--- src/rtl/adc_serial_seq_pkg.sv ---
package adc_serial_seq_pkg;
   localparam int unsigned ADDR_W    = 4;
   localparam int unsigned CNT_W     = 5;
   localparam int unsigned ADDR_BITS = 4;
   localparam int unsigned SAMP_BEG  = 4;
   localparam int unsigned HOLD_EDGE = 10;
   localparam int unsigned LONG_XFER = 16;

   typedef logic [CNT_W-1:0] edge_cnt_t;
endpackage

--- src/rtl/adc_seq_sync.sv ---
module adc_seq_sync #(
   parameter int unsigned WIDTH   = 3,
   parameter int unsigned STAGES  = 2,
   parameter logic [WIDTH-1:0] RST_VAL = '0
) (
   input  logic             clk,
   input  logic             rst_n,
   input  logic [WIDTH-1:0] async_i,
   output logic [WIDTH-1:0] lvl_o
);
   if (STAGES < 2) begin : g_bad_stages
      $error("adc_seq_sync: STAGES must be at least 2");
   end

   for (genvar g = 0; g < WIDTH; g++) begin : g_bit
      logic [STAGES-1:0] chain;
      always_ff @(posedge clk or negedge rst_n) begin
         if (!rst_n) chain <= {STAGES{RST_VAL[g]}};
         else        chain <= {chain[STAGES-2:0], async_i[g]};
      end
      assign lvl_o[g] = chain[STAGES-1];
   end
endmodule

--- src/rtl/adc_seq_ctrl.sv ---
module adc_seq_ctrl
   import adc_serial_seq_pkg::*;
(
   input  logic              clk,
   input  logic              rst_n,
   input  logic              cs_lvl_i,
   input  logic              sclk_lvl_i,
   input  logic              sdat_i,
   input  logic              done_i,
   output logic              active_o,
   output logic              sclk_fall_o,
   output logic              load_o,
   output logic              start_o,
   output logic [ADDR_W-1:0] addr_o,
   output logic              sample_win_o,
   output logic              tail_zero_o
);
   localparam edge_cnt_t ADDR_LAST = edge_cnt_t'(ADDR_BITS);
   localparam edge_cnt_t SAMP_LO   = edge_cnt_t'(SAMP_BEG);
   localparam edge_cnt_t HOLD_N    = edge_cnt_t'(HOLD_EDGE);
   localparam edge_cnt_t LONG_N    = edge_cnt_t'(LONG_XFER);

   logic cs_prev, sclk_prev;
   logic active, cs_fall, sclk_rise, sclk_fall;
   edge_cnt_t rise_cnt, fall_cnt;
   logic [ADDR_W-1:0] addr_sh;
   logic pend_q;
   logic reload_now, reload_late, pend_set, restart;

   always_ff @(posedge clk or negedge rst_n) begin
      if (!rst_n) begin
         cs_prev   <= 1'b1;
         sclk_prev <= 1'b0;
      end else begin
         cs_prev   <= cs_lvl_i;
         sclk_prev <= sclk_lvl_i;
      end
   end

   assign active    = ~cs_lvl_i;
   assign cs_fall   = cs_prev & ~cs_lvl_i;
   assign sclk_rise = active & sclk_lvl_i & ~sclk_prev;
   assign sclk_fall = active & ~sclk_lvl_i & sclk_prev;

   always_comb begin
      reload_now  = done_i && active &&
                    (((fall_cnt == HOLD_N) && (rise_cnt == HOLD_N)) || (fall_cnt == LONG_N));
      pend_set    = done_i && active && (rise_cnt > HOLD_N) && (fall_cnt < LONG_N);
      reload_late = pend_q && sclk_fall && (fall_cnt == LONG_N - 1'b1);
      restart     = cs_fall | reload_now | reload_late;
   end

   always_ff @(posedge clk or negedge rst_n) begin
      if (!rst_n) begin
         rise_cnt <= '0;
         fall_cnt <= '0;
         addr_sh  <= '0;
         pend_q   <= 1'b0;
      end else if (restart) begin
         rise_cnt <= '0;
         fall_cnt <= '0;
         pend_q   <= 1'b0;
      end else begin
         if (pend_set) pend_q <= 1'b1;
         if (sclk_rise) begin
            if (rise_cnt < ADDR_LAST) addr_sh <= {addr_sh[ADDR_W-2:0], sdat_i};
            if (rise_cnt != LONG_N)   rise_cnt <= rise_cnt + 1'b1;
         end
         if (sclk_fall && (fall_cnt != LONG_N)) fall_cnt <= fall_cnt + 1'b1;
      end
   end

   assign active_o     = active;
   assign sclk_fall_o  = sclk_fall;
   assign load_o       = restart;
   assign start_o      = sclk_fall && !cs_fall && (fall_cnt == HOLD_N - 1'b1);
   assign addr_o       = addr_sh;
   assign sample_win_o = active && !cs_fall && (fall_cnt >= SAMP_LO) && (fall_cnt < HOLD_N);
   assign tail_zero_o  = fall_cnt >= HOLD_N;


   idle_addr_hold_chk: assert property (@(posedge clk) disable iff (!rst_n)
      !active |=> $stable(addr_sh));

   addr_frozen_chk: assert property (@(posedge clk) disable iff (!rst_n)
      (rise_cnt >= ADDR_LAST) |=> $stable(addr_sh));

   samp_start_chk: assert property (@(posedge clk) disable iff (!rst_n)
      $rose(sample_win_o) |-> $past(sclk_fall));
endmodule

--- src/rtl/adc_seq_shift.sv ---
module adc_seq_shift #(
   parameter int unsigned RES_W = 10
) (
   input  logic             clk,
   input  logic             rst_n,
   input  logic             load_i,
   input  logic [RES_W-1:0] load_val_i,
   input  logic             shift_i,
   input  logic             tail_zero_i,
   input  logic             en_i,
   output logic             sdo_o,
   output logic             sdo_en_o
);
   logic [RES_W-1:0] sh_q;

   always_ff @(posedge clk or negedge rst_n) begin
      if (!rst_n)       sh_q <= '0;
      else if (load_i)  sh_q <= load_val_i;
      else if (shift_i) sh_q <= {sh_q[RES_W-2:0], 1'b0};
   end

   assign sdo_o    = sh_q[RES_W-1] & ~tail_zero_i;
   assign sdo_en_o = en_i;
endmodule

--- src/rtl/adc_seq_conv.sv ---
module adc_seq_conv
   import adc_serial_seq_pkg::*;
#(
   parameter int unsigned RES_W    = 10,
   parameter int unsigned CONV_CYC = 100,
   parameter int unsigned LAST_CH  = 13
) (
   input  logic              clk,
   input  logic              rst_n,
   input  logic              start_i,
   input  logic [ADDR_W-1:0] chan_i,
   input  logic [RES_W-1:0]  data_i,
   output logic              eoc_o,
   output logic              done_o,
   output logic [ADDR_W-1:0] chan_o,
   output logic [RES_W-1:0]  result_o
);
   localparam int unsigned TW = (CONV_CYC > 1) ? $clog2(CONV_CYC) : 1;
   localparam logic [TW-1:0] LOAD_V = TW'(CONV_CYC - 1);

   logic [TW-1:0] tmr_q;
   logic          busy_q;
   logic          wild;

   assign wild = chan_o > ADDR_W'(LAST_CH);

   always_ff @(posedge clk or negedge rst_n) begin
      if (!rst_n) begin
         tmr_q    <= '0;
         busy_q   <= 1'b0;
         done_o   <= 1'b0;
         chan_o   <= '0;
         result_o <= '0;
      end else begin
         done_o <= 1'b0;
         if (start_i) begin
            busy_q <= 1'b1;
            tmr_q  <= LOAD_V;
            chan_o <= chan_i;
         end else if (busy_q) begin
            if (tmr_q == '0) begin
               busy_q   <= 1'b0;
               done_o   <= 1'b1;
               result_o <= wild ? '0 : data_i;
            end else begin
               tmr_q <= tmr_q - 1'b1;
            end
         end
      end
   end

   assign eoc_o = ~busy_q;


   eoc_fall_chk: assert property (@(posedge clk) disable iff (!rst_n)
      $fell(eoc_o) |-> $past(start_i));

   eoc_done_chk: assert property (@(posedge clk) disable iff (!rst_n)
      $rose(eoc_o) |-> done_o);
endmodule

--- src/rtl/adc_serial_seq.sv ---
module adc_serial_seq
   import adc_serial_seq_pkg::*;
#(
   parameter int unsigned RES_W       = 10,
   parameter int unsigned CONV_CYC    = 100,
   parameter int unsigned LAST_CH     = 13,
   parameter int unsigned SYNC_STAGES = 2
) (
   input  logic              clk,
   input  logic              rst_n,
   input  logic              cs_n,
   input  logic              io_clk,
   input  logic              addr_sdi,
   input  logic [RES_W-1:0]  conv_data,
   output logic              sdo,
   output logic              sdo_en,
   output logic              eoc,
   output logic              sample_win,
   output logic [ADDR_W-1:0] conv_chan
);
   if (RES_W < HOLD_EDGE) begin : g_bad_res
      $error("adc_serial_seq: RES_W must cover the hold edge count");
   end
   if (CONV_CYC < 2) begin : g_bad_conv
      $error("adc_serial_seq: CONV_CYC must be at least 2");
   end
   if (LAST_CH >= (1 << ADDR_W)) begin : g_bad_ch
      $error("adc_serial_seq: LAST_CH exceeds the channel code range");
   end

   logic [2:0] pin_lvl;
   logic active, sclk_fall, load, start, done, tail_zero;
   logic [ADDR_W-1:0] addr;
   logic [RES_W-1:0]  result;

   adc_seq_sync #(.WIDTH(3), .STAGES(SYNC_STAGES), .RST_VAL(3'b100)) u_sync (
      .clk(clk), .rst_n(rst_n),
      .async_i({cs_n, io_clk, addr_sdi}),
      .lvl_o(pin_lvl)
   );

   adc_seq_ctrl u_ctrl (
      .clk(clk), .rst_n(rst_n),
      .cs_lvl_i(pin_lvl[2]), .sclk_lvl_i(pin_lvl[1]), .sdat_i(pin_lvl[0]),
      .done_i(done),
      .active_o(active), .sclk_fall_o(sclk_fall), .load_o(load), .start_o(start),
      .addr_o(addr), .sample_win_o(sample_win), .tail_zero_o(tail_zero)
   );

   adc_seq_conv #(.RES_W(RES_W), .CONV_CYC(CONV_CYC), .LAST_CH(LAST_CH)) u_conv (
      .clk(clk), .rst_n(rst_n),
      .start_i(start), .chan_i(addr), .data_i(conv_data),
      .eoc_o(eoc), .done_o(done), .chan_o(conv_chan), .result_o(result)
   );

   adc_seq_shift #(.RES_W(RES_W)) u_shift (
      .clk(clk), .rst_n(rst_n),
      .load_i(load), .load_val_i(result), .shift_i(sclk_fall),
      .tail_zero_i(tail_zero), .en_i(active),
      .sdo_o(sdo), .sdo_en_o(sdo_en)
   );


   tail_zero_chk: assert property (@(posedge clk) disable iff (!rst_n)
      (tail_zero && sdo_en) |-> !sdo);

   reload_msb_chk: assert property (@(posedge clk) disable iff (!rst_n)
      load |=> (sdo == $past(result[RES_W-1])));
endmodule

--- config.mk ---
export PLATFORM = sky130hd
export DESIGN_NAME = adc_serial_seq
export DESIGN_NICKNAME = d
export VERILOG_FILES = /design/src/rtl/adc_serial_seq_pkg.sv /design/src/rtl/adc_seq_sync.sv /design/src/rtl/adc_seq_ctrl.sv /design/src/rtl/adc_seq_shift.sv /design/src/rtl/adc_seq_conv.sv /design/src/rtl/adc_serial_seq.sv
export SDC_FILE = /design/constraint.sdc
export NUM_CORES = 1
export LEC_CHECK = 0
export BUFFER_PORTS_ARGS = -buffer_cell sky130_fd_sc_hd__buf_2
export CORE_MARGIN = 2
export CORE_UTILIZATION = 32
export DETAILED_ROUTE_END_ITERATION = 10
export PLACE_DENSITY_LB_ADDON = 0.25
export SYNTH_ARGS = -nofsm -noshare
export SYNTH_HDL_FRONTEND = slang
export SYNTH_SLANG_ARGS = --single-unit
--- constraint.sdc ---
create_clock -name clk -period 2.7 [get_ports clk]
set_clock_uncertainty 0.15 [all_clocks]
set_input_delay 0.54 -clock clk [delete_from_list [all_inputs] [get_ports clk]]
set_output_delay 0.54 -clock clk [all_outputs]
set_load 0.03 [all_outputs]
Yosys cells after proc, flatten, opt, wreduce, memory -nomap -nowiden
Cells that the tools add are included.
- output and inout port bits: 8
- word-level logic and storage cells: 93
- latch bits: 0
- register bits after elaboration: 56
- memory bits (writable): 0
- memories kept: 0
- bits in read-only memories: 0
- reductions and logical operators: 26
- eq/ne operators: 8
- magnitude comparators: 7
- div/mod/pow operators: 0
- multiplexer cells: 19
- $add $sub $neg: 3
- shift operators: 0
- bitwise gates (word level): 15
- $mul: 0
- operator list (operator ; number):
    $mux W10 ; 3
    $mux W5 ; 5
    $mux W7 ; 3
    $eq A5 B4 Y1 const B ; 4
    $logic_and A1 B1 Y1 ; 13
    $reduce_bool A2 Y1 ; 6
    $add A5 B1 Y5 const B ; 2
    $ne A5 B5 Y1 const B ; 2
    $mux W1 ; 8
    $logic_not A7 Y1 ; 1
    $not A1 Y1 ; 7
    $sub A7 B1 Y7 const B ; 1
    $and A1 B1 Y1 ; 6
    $reduce_and A3 Y1 ; 2
    $eq A5 B5 Y1 const B ; 1
    $ge A5 B3 Y1 const B ; 1
    $ge A5 B4 Y1 const B ; 1
    $gt A5 B4 Y1 const B ; 1
    $lt A5 B3 Y1 const B ; 1
    $lt A5 B4 Y1 const B ; 1
    $lt A5 B5 Y1 const B ; 1
    $gt A4 B4 Y1 const B ; 1
    $reduce_and A2 Y1 ; 2
    $ne A2 B2 Y1 const B ; 1
    3 further kinds ; 4

Longest topological paths before layout
Gate-level depths: netlist (run 1).
- depth in word-level cells: 8
- depth in mapped cells: 8

Modules after synthesis
Synthesis (run 1) repeated with hierarchy kept, for this count alone.
- cells, all modules: 241
- area total of the unflattened synthesis: 2737.6 um^2
- modules (own cells, without submodules) (module ; area each (um^2) ; cells each ; instances):
    adc_seq_conv ; 1077.3 ; 97 ; 1
    adc_seq_ctrl ; 1007.2 ; 90 ; 1
    adc_seq_shift ; 478.0 ; 45 ; 1
    adc_seq_sync ; 175.2 ; 9 ; 1

Worst setup path before layout (run 1)
OpenSTA, ideal clock, no wires.
- path kind: reg2reg
- from: register u_ctrl.fall_cnt[0]
- to: register u_ctrl.addr_sh[0] (netlist: u_ctrl.addr_o[0])
- stages on the path, launching flop included: 9
- data required time: 2425 ps
- arrival: 2054 ps
- path buffers: 1
- library setup time: 125 ps
- path slack: 371 ps
- path through: dfrtp_1 -> ha_1 -> and3_2 -> ha_1 -> and4b_1 -> a211oi_2 -> and3_1 -> buf_6 -> mux2_4
- longest elaborated chain between the ends: 8
- ends and longest elaborated chain (element ; line ; text):
    start: declaration ; adc_seq_ctrl.sv:25 ; edge_cnt_t rise_cnt, fall_cnt;
    start signal: assignment ; adc_seq_ctrl.sv:69 ; if (sclk_fall && (fall_cnt != LONG_N)) fall_cnt <= fall_cnt + 1'b1;
    $eq A5 B4 Y1 ; adc_seq_ctrl.sv:47 ; (((fall_cnt == HOLD_N) && (rise_cnt == HOLD_N)) || (fall_cnt == LONG_N));
    $logic_and A1 B1 Y1 ; adc_seq_ctrl.sv:47 ;
    $logic_or A1 B1 Y1 ; adc_seq_ctrl.sv:47 ;
    $logic_and A1 B1 Y1 ; adc_seq_ctrl.sv:46 ; reload_now = done_i && active &&
    $or A1 B1 Y1 ; adc_seq_ctrl.sv:50 ; restart = cs_fall | reload_now | reload_late;
    $or A1 B1 Y1 * ; adc_seq_ctrl.sv:50 ;
    $not A1 Y1 (no line) * ; n/a ;
    $reduce_and A3 Y1 (no line) * ; n/a ;
    end signal: assignment ; adc_seq_ctrl.sv:66 ; if (rise_cnt < ADDR_LAST) addr_sh <= {addr_sh[ADDR_W-2:0], sdat_i};
    end: declaration ; adc_seq_ctrl.sv:26 ; logic [ADDR_W-1:0] addr_sh;
Mark *: on every way between the ends. The rest lies on a longest branch, timed or not.
A chain may end at the register's enable or synchronous reset.

Final worst setup path (run 1)
- from: register u_ctrl.fall_cnt[0]
- to: register u_shift.sh_q[9]
- longest elaborated chain between the ends: 7
- ends and longest elaborated chain (element ; line ; text):
    $eq A5 B4 Y1 ; adc_seq_ctrl.sv:47 ;
    $logic_and A1 B1 Y1 ; adc_seq_ctrl.sv:47 ;
    $logic_or A1 B1 Y1 ; adc_seq_ctrl.sv:47 ;
    $logic_and A1 B1 Y1 ; adc_seq_ctrl.sv:46 ;
    $or A1 B1 Y1 ; adc_seq_ctrl.sv:50 ;
    $or A1 B1 Y1 * ; adc_seq_ctrl.sv:50 ;
    $mux W10 or $reduce_bool A2 Y1 (tied branches) ; n/a ;
    end signal: assignment ; adc_seq_shift.sv:18 ; else if (load_i) sh_q <= load_val_i;
    end signal: assignment ; adc_seq_shift.sv:19 ; else if (shift_i) sh_q <= {sh_q[RES_W-2:0], 1'b0};
    end: declaration ; adc_seq_shift.sv:14 ; logic [RES_W-1:0] sh_q;
Marked as above.

==> results.py, run 1 <==
metrics = {
    "power_and_ir_drop": {
        "peakVddDrop_v": 0.000196,
        "p_leak_nw": 1.41,
        "p_per_area_nw_per_um2": 552,
    },
    "sta": {
        "fin_setup_tns_ps": 0,
        "finalHoldViolCount": 0,
        "slew_viol_final": 0,
        "rsz0062_at_grt": "no",
        "setup_violations": 0,
        "max_slew_margin_pct": 27.8,
        "fmax_ghz": 0.407,
        "period_minus_slack_ps": 2450,
        "period_share_pct": 90.9,
        "tightest_slew_ps": 1080,
    },
    "setup_path": {
        "crit_required_ps": 2790,
        "cpPeakStageDelay_ps": 830,
        "worstPathCellList": "ha_1 > and3_2 > ha_1 > and4b_1 > a211oi_2 > o21ai_2 > mux2i_1",
        "worstPathArrival_ps": 2540,
        "cpMostUsedCell": "ha_1",
        "crit_path_max_fanout": 21,
        "path_buf_inv": 0,
        "cp_top_family": "compound AO/OA/AOI/OAI gates",
        "cp-start-kind": "flop",
        "worstSetupPathType": "reg2reg",
        "endpoint_kind": "flop",
        "cp-startpoint": "u_ctrl.fall_cnt[0]",
        "cp_slowest_cell": "o21ai_2",
        "rr_startpoint": "u_ctrl.fall_cnt[0]",
    },
    "logic_synthesis": {
        "synth_warnings": 0,
        "synth_fp_nets": 251,
        "synth_ff_type": "dfrtp_1",
        "yosysMostFrequentCell": "dfrtp_1",
        "yosys.area.top_type": "dfrtp_1",
        "synth_seq_cells": 56,
        "synth.top_cells.by_count": "53 x dfrtp_1, 31 x mux2i_1, 20 x inv_1",
        "async_flop_share_pct": 100,
        "synthCells": 228,
        "synth.distinct_cells": 53,
        "synth_area_leaders": "dfrtp_1 49%, mux2i_1 11%, ha_1 3.7%, dfstp_2 2.9%, inv_1 2.8%",
        "syn_area_per_cell_um2": 11.9,
        "synth_edf_count": 0,
        "synthesis.area_um2": 2700,
        "synth.top_cell.area_share_pct": 49.1,
        "seq_area_frac_synth_pct": 52.0,
    },
    "die": {
        "die_h_um": 95.9,
        "start_util_pct": 32.9,
        "fp.dieArea_um2": 9200,
        "ios": 23,
        "fp.dieW_um": 95.9,
        "fp.coreArea_um2": 8220,
        "std_cell_rows": 33,
    },
    "finish": {
        "drive_gt1_share_pct": 24.2,
        "num_antenna_cells": 0,
        "nets": 278,
        "multi_input_area_um2": 1150,
        "nFillCells": 827,
        "syn_to_final_growth_pct": 12.8,
        "final_area_um2": 3050,
        "regArea_um2": 1410,
    },
    "grt": {
        "overflow": 0,
        "grt_start_max_net_pins": 57,
        "antenna_found_initial": 0,
        "grt_pass1_vias": 1686,
        "grtUsageTotal_pct": 11.8,
        "grt_pass1_wl_mm": 8.29,
    },
    "clock_tree": {
        "cts_tree": "done",
        "clk_path_buf_depth": 2,
        "postCtsSetupBuffers": 0,
        "cts.sinks": 56,
        "holdBufCountCts": 0,
        "clockRootBuffer": "clkbuf_8",
        "cts-resized-gates": 0,
        "cts-buffers-inserted": 5,
        "htree_num_levels": 2,
        "clock_latency_ps": 310,
        "cts.reportedPaths.clkPinSlew_ps": 100,
    },
    "place": {
        "hpwl_mm": 3.17,
        "port_buffers": 22,
        "place_congestion": 0.778,
        "placed_area_um2": 2920,
    },
    "drt": {
        "vias": 1671,
        "first_pass_iters": 4,
        "drt-vias-per-instance": 4.63,
        "drc": 0,
        "postRouteAntennaNets": 0,
        "drtIter0Drc": 49,
        "wl_per_cell_um": 13.2,
        "wirelength_mm": 4.77,
    },
    "worst_hold_path": {
        "min_from": "cs_n",
        "hold_path_class": "in2reg",
    },
    "outcome": {
        "status": "finished clean",
    },
    "flow_run": {
        "cap_violations": 0,
    },
}
## metrics by stage
stage / setup slack (ps) / hold WS [ps] / utilization, % / std cells / total power [mW]
2_1_floorplan: 371 / 94.4 / - / 228 / 1.04
3_3_place_gp: 244 / 184 / 35.6 / 353 / 1.10
3_5_place_dp: 222 / 186 / 35.6 / 353 / 1.10
4_1_cts: 210 / 157 / 37.1 / 361 / 1.71
5_1_grt: 38.2 / 144 / 37.1 / 361 / 1.77
6_report: 246 / 169 / 37.1 / 361 / 1.68
## cell families (layout without fill, tap and decap cells)
group | Yosys count | count (layout) | synth area share [%]
fa+ha+maj | 8 | 8 | 3.70
simple gates | 68 | 68 | 15.4
xor+xnor | 8 | 8 | 2.59
mux | 39 | 39 | 15.4
buf+inv | 29 | 57 | 5.51
compound gates | 20 | 20 | 5.42
flops | 56 | 56 | 52.0
## registers in the layout, summed over array words and instances, names as in the netlist
register,cells
u_ctrl.rise_cnt,5
u_ctrl.sclk_prev,1
u_conv.chan_o,4
u_ctrl.addr_o,4
u_conv.result_o,10
u_ctrl.pend_q,1
u_sync.g_bit.chain,6
u_ctrl.fall_cnt,5
u_conv.tmr_q,7
u_ctrl.cs_prev,1
u_conv.busy_q,1
u_conv.done_o,1
u_shift.sh_q,10
## cell usage in the layout (no fill, tap or decap), drive strengths merged, types with 4 or more instances in the layout
| cell type | Yosys | layout |
|---|---|---|
| buf | 8 | 29 |
| dfrtp | 53 | 53 |
| ha | 8 | 8 |
| nand2 | 18 | 18 |
| clkbuf | 1 | 7 |
| nor3 | 4 | 4 |
| nand3 | 4 | 4 |
| mux2 | 8 | 8 |
| xor2 | 4 | 4 |
| mux2i | 31 | 31 |
| nand4 | 4 | 4 |
| xnor2 | 4 | 4 |
| and3 | 4 | 4 |
| a21oi | 4 | 4 |
| o21ai | 4 | 4 |
| inv | 20 | 20 |
| nor2 | 15 | 15 |
## final cells by class
cell class	instances	share of cell area [%]
Clock buffer	7	3.16
Clock inverter	1	0.985
Inverter	20	2.46
Multi-Input combinational cell	143	37.7
Sequential cell	56	46.1
Tap cell	105	4.31
Timing Repair Buffer	29	5.33
## power breakdown
| group | switching (mW) | internal (mW) |
|---|---|---|
| sequential | 0.0368 | 0.882 |
| clock | 0.271 | 0.328 |
| combinational | 0.0827 | 0.0829 |
| total | 0.390 | 1.29 |
## metal layers
metal	wire length [um]	global-route usage [%]	vias up
met5	0	0	-
met4	46	3.57	0
met3	176	3.68	5
met2	2170	18.6	21
met1	2370	15.6	819
li1	-	-	826
## path summary, 6_finish.rpt
check	slack [ps]	to	cells after the start
min in group asynchronous	200	u_conv.result_o[1]	2
setup / recovery	250	u_shift.sh_q[9]	7
max in group asynchronous	1720	u_ctrl.sclk_prev	2
setup reg to reg	250	u_shift.sh_q[9]	7
hold / removal	170	u_sync.g_bit[2].chain[0]	1
hold reg to reg	210	u_sync.g_bit[0].chain[1]	0
No activity file was read; power rests on OpenSTA's default activity.
==> run 2: changes to the inputs <==
--- a/config.mk
+++ b/config.mk
@@ -5,10 +5,10 @@
 export SDC_FILE = /design/constraint.sdc
 export NUM_CORES = 1
 export LEC_CHECK = 0
-export BUFFER_PORTS_ARGS = -buffer_cell sky130_fd_sc_hd__buf_2
 export CORE_MARGIN = 2
 export CORE_UTILIZATION = 32
 export DETAILED_ROUTE_END_ITERATION = 10
+export DONT_BUFFER_PORTS = 1
 export PLACE_DENSITY_LB_ADDON = 0.25
 export SYNTH_ARGS = -nofsm -noshare
 export SYNTH_HDL_FRONTEND = slang
==> results.py, run 2 (same netlist as run 1, synthesis figures left out) <==
metrics = {
    "sta": {
        "tightest_slew_ps": 1140,
        "worst_slack_ps": 217,
        "setup_violations": 0,
        "max_slew_margin_pct": 23.7,
        "finalHoldViolCount": 0,
        "fmax_ghz": 0.403,
        "rsz0062_at_grt": "no",
        "whs_ps": 68.2,
        "period_share_pct": 92.0,
        "slew_viol_final": 0,
        "period_minus_slack_ps": 2480,
        "fin_setup_tns_ps": 0,
    },
    "clock_tree": {
        "htree_num_levels": 2,
        "cts_tree": "done",
        "cts.reportedPaths.clkPinSlew_ps": 110,
        "cts-buffers-inserted": 5,
        "clk_path_buf_depth": 2,
        "clock_latency_ps": 310,
        "cts.sinks": 56,
        "clockRootBuffer": "clkbuf_8",
    },
    "power_and_ir_drop": {
        "totalPowerFinal_mw": 1.56,
        "p_leak_nw": 1.32,
        "p_per_area_nw_per_um2": 531,
        "peakVddDrop_v": 0.000210,
    },
    "die": {
        "fp.dieArea_um2": 9200,
        "fp.dieW_um": 95.9,
        "ios": 23,
        "die_h_um": 95.9,
        "fp.coreArea_um2": 8220,
        "start_util_pct": 32.9,
        "std_cell_rows": 33,
    },
    "finish": {
        "num_antenna_cells": 0,
        "top_regs": "u_conv.result_o x10, u_shift.sh_q x10, u_conv.tmr_q x7",
        "final_area_um2": 2940,
        "drive_gt1_share_pct": 17.0,
        "syn_to_final_growth_pct": 8.75,
        "fin_util_pct": 35.8,
        "nets": 257,
        "layout_common_cells": "53 x dfrtp_1, 31 x mux2i_1, 20 x inv_1",
        "final_common_cell": "dfrtp_1",
        "instances_no_fill": 340,
    },
    "setup_path": {
        "worst-path-stages": 7,
        "cp_top_family": "compound AO/OA/AOI/OAI gates",
        "crit_required_ps": 2790,
        "rrSetupSlack_ps": 220,
        "worstPathArrival_ps": 2570,
        "cpMostUsedCell": "ha_1",
        "cp-start-kind": "flop",
        "rr_worst_depth": 7,
        "path_buf_inv": 0,
        "crit_path_max_fanout": 21,
        "worstSetupPathType": "reg2reg",
        "endpoint_kind": "flop",
        "cp_slowest_cell": "o21ai_2",
        "worstPathCellList": "ha_1 > and3_2 > ha_1 > and4b_1 > a211oi_2 > o21ai_2 > mux2i_1",
        "cpPeakStageDelay_ps": 880,
    },
    "drt": {
        "drt-vias-per-instance": 4.69,
        "first_pass_iters": 4,
        "drc": 0,
        "wirelength_mm": 4.69,
        "drtIter0Drc": 39,
        "postRouteAntennaNets": 0,
        "wl_per_cell_um": 13.8,
        "vias": 1595,
    },
    "place": {
        "dp.cells": 330,
        "port_buffers": 0,
        "pre_cts_slack_ps": 194,
        "placed_area_um2": 2810,
        "place_congestion": 0.770,
        "hpwl_mm": 3.13,
    },
    "outcome": {
        "status": "finished clean",
    },
    "grt": {
        "antenna_found_initial": 0,
        "grt_pass1_vias": 1612,
        "overflow": 0,
        "grtUsageTotal_pct": 11.0,
        "grt_pass1_wl_mm": 7.76,
        "grt_start_max_net_pins": 57,
    },
    "worst_hold_path": {
        "hold_path_class": "in2reg",
        "min_path_cells": 0,
    },
    "flow_run": {
        "cap_violations": 0,
    },
}
==> run 2: path summary, 6_finish.rpt <==
kind | start | end
max | u_ctrl.fall_cnt[0] | u_shift.sh_q[1]
min | cs_n | u_sync.g_bit[2].chain[0]
max reg2reg | u_ctrl.fall_cnt[0] | u_shift.sh_q[1]
min reg2reg | u_sync.g_bit[0].chain[0] | u_sync.g_bit[0].chain[1]
max in group asynchronous | rst_n | u_sync.g_bit[2].chain[0]
min in group asynchronous | rst_n | u_ctrl.fall_cnt[3]
==> run 2: what timing repair did <==
action                                 4_1_cts  5_1_grt
endpoints found under the hold margin       56        0
setup buffers                                0        0
hold buffers                                 2        0
gates resized for setup                      0        0
==> run 2: final cells by class <==
class	instances	area, um^2
tap	105	131
timing repair buffer	8	82.6
inverter	20	75.1
multi-input combinational	143	1150
sequential	56	1410
fill	835	5280
clock buffer	5	68.8
clock inverter	3	27.5
==> run 2: per-layer routing <==
metal  vias up  routed length [um]  GRT usage, %
met3         7                 158          2.90
met2        19                2010          16.3
met5         -                   0             0
li1        788                   -             -
met1       781                2480          15.8
met4         0                  51          3.21
==> run 2: power by group <==
part | internal (mW) | switching [mW]
Clock | 0.191 | 0.289
Sequential | 0.882 | 0.0371
Combinational | 0.0782 | 0.0811
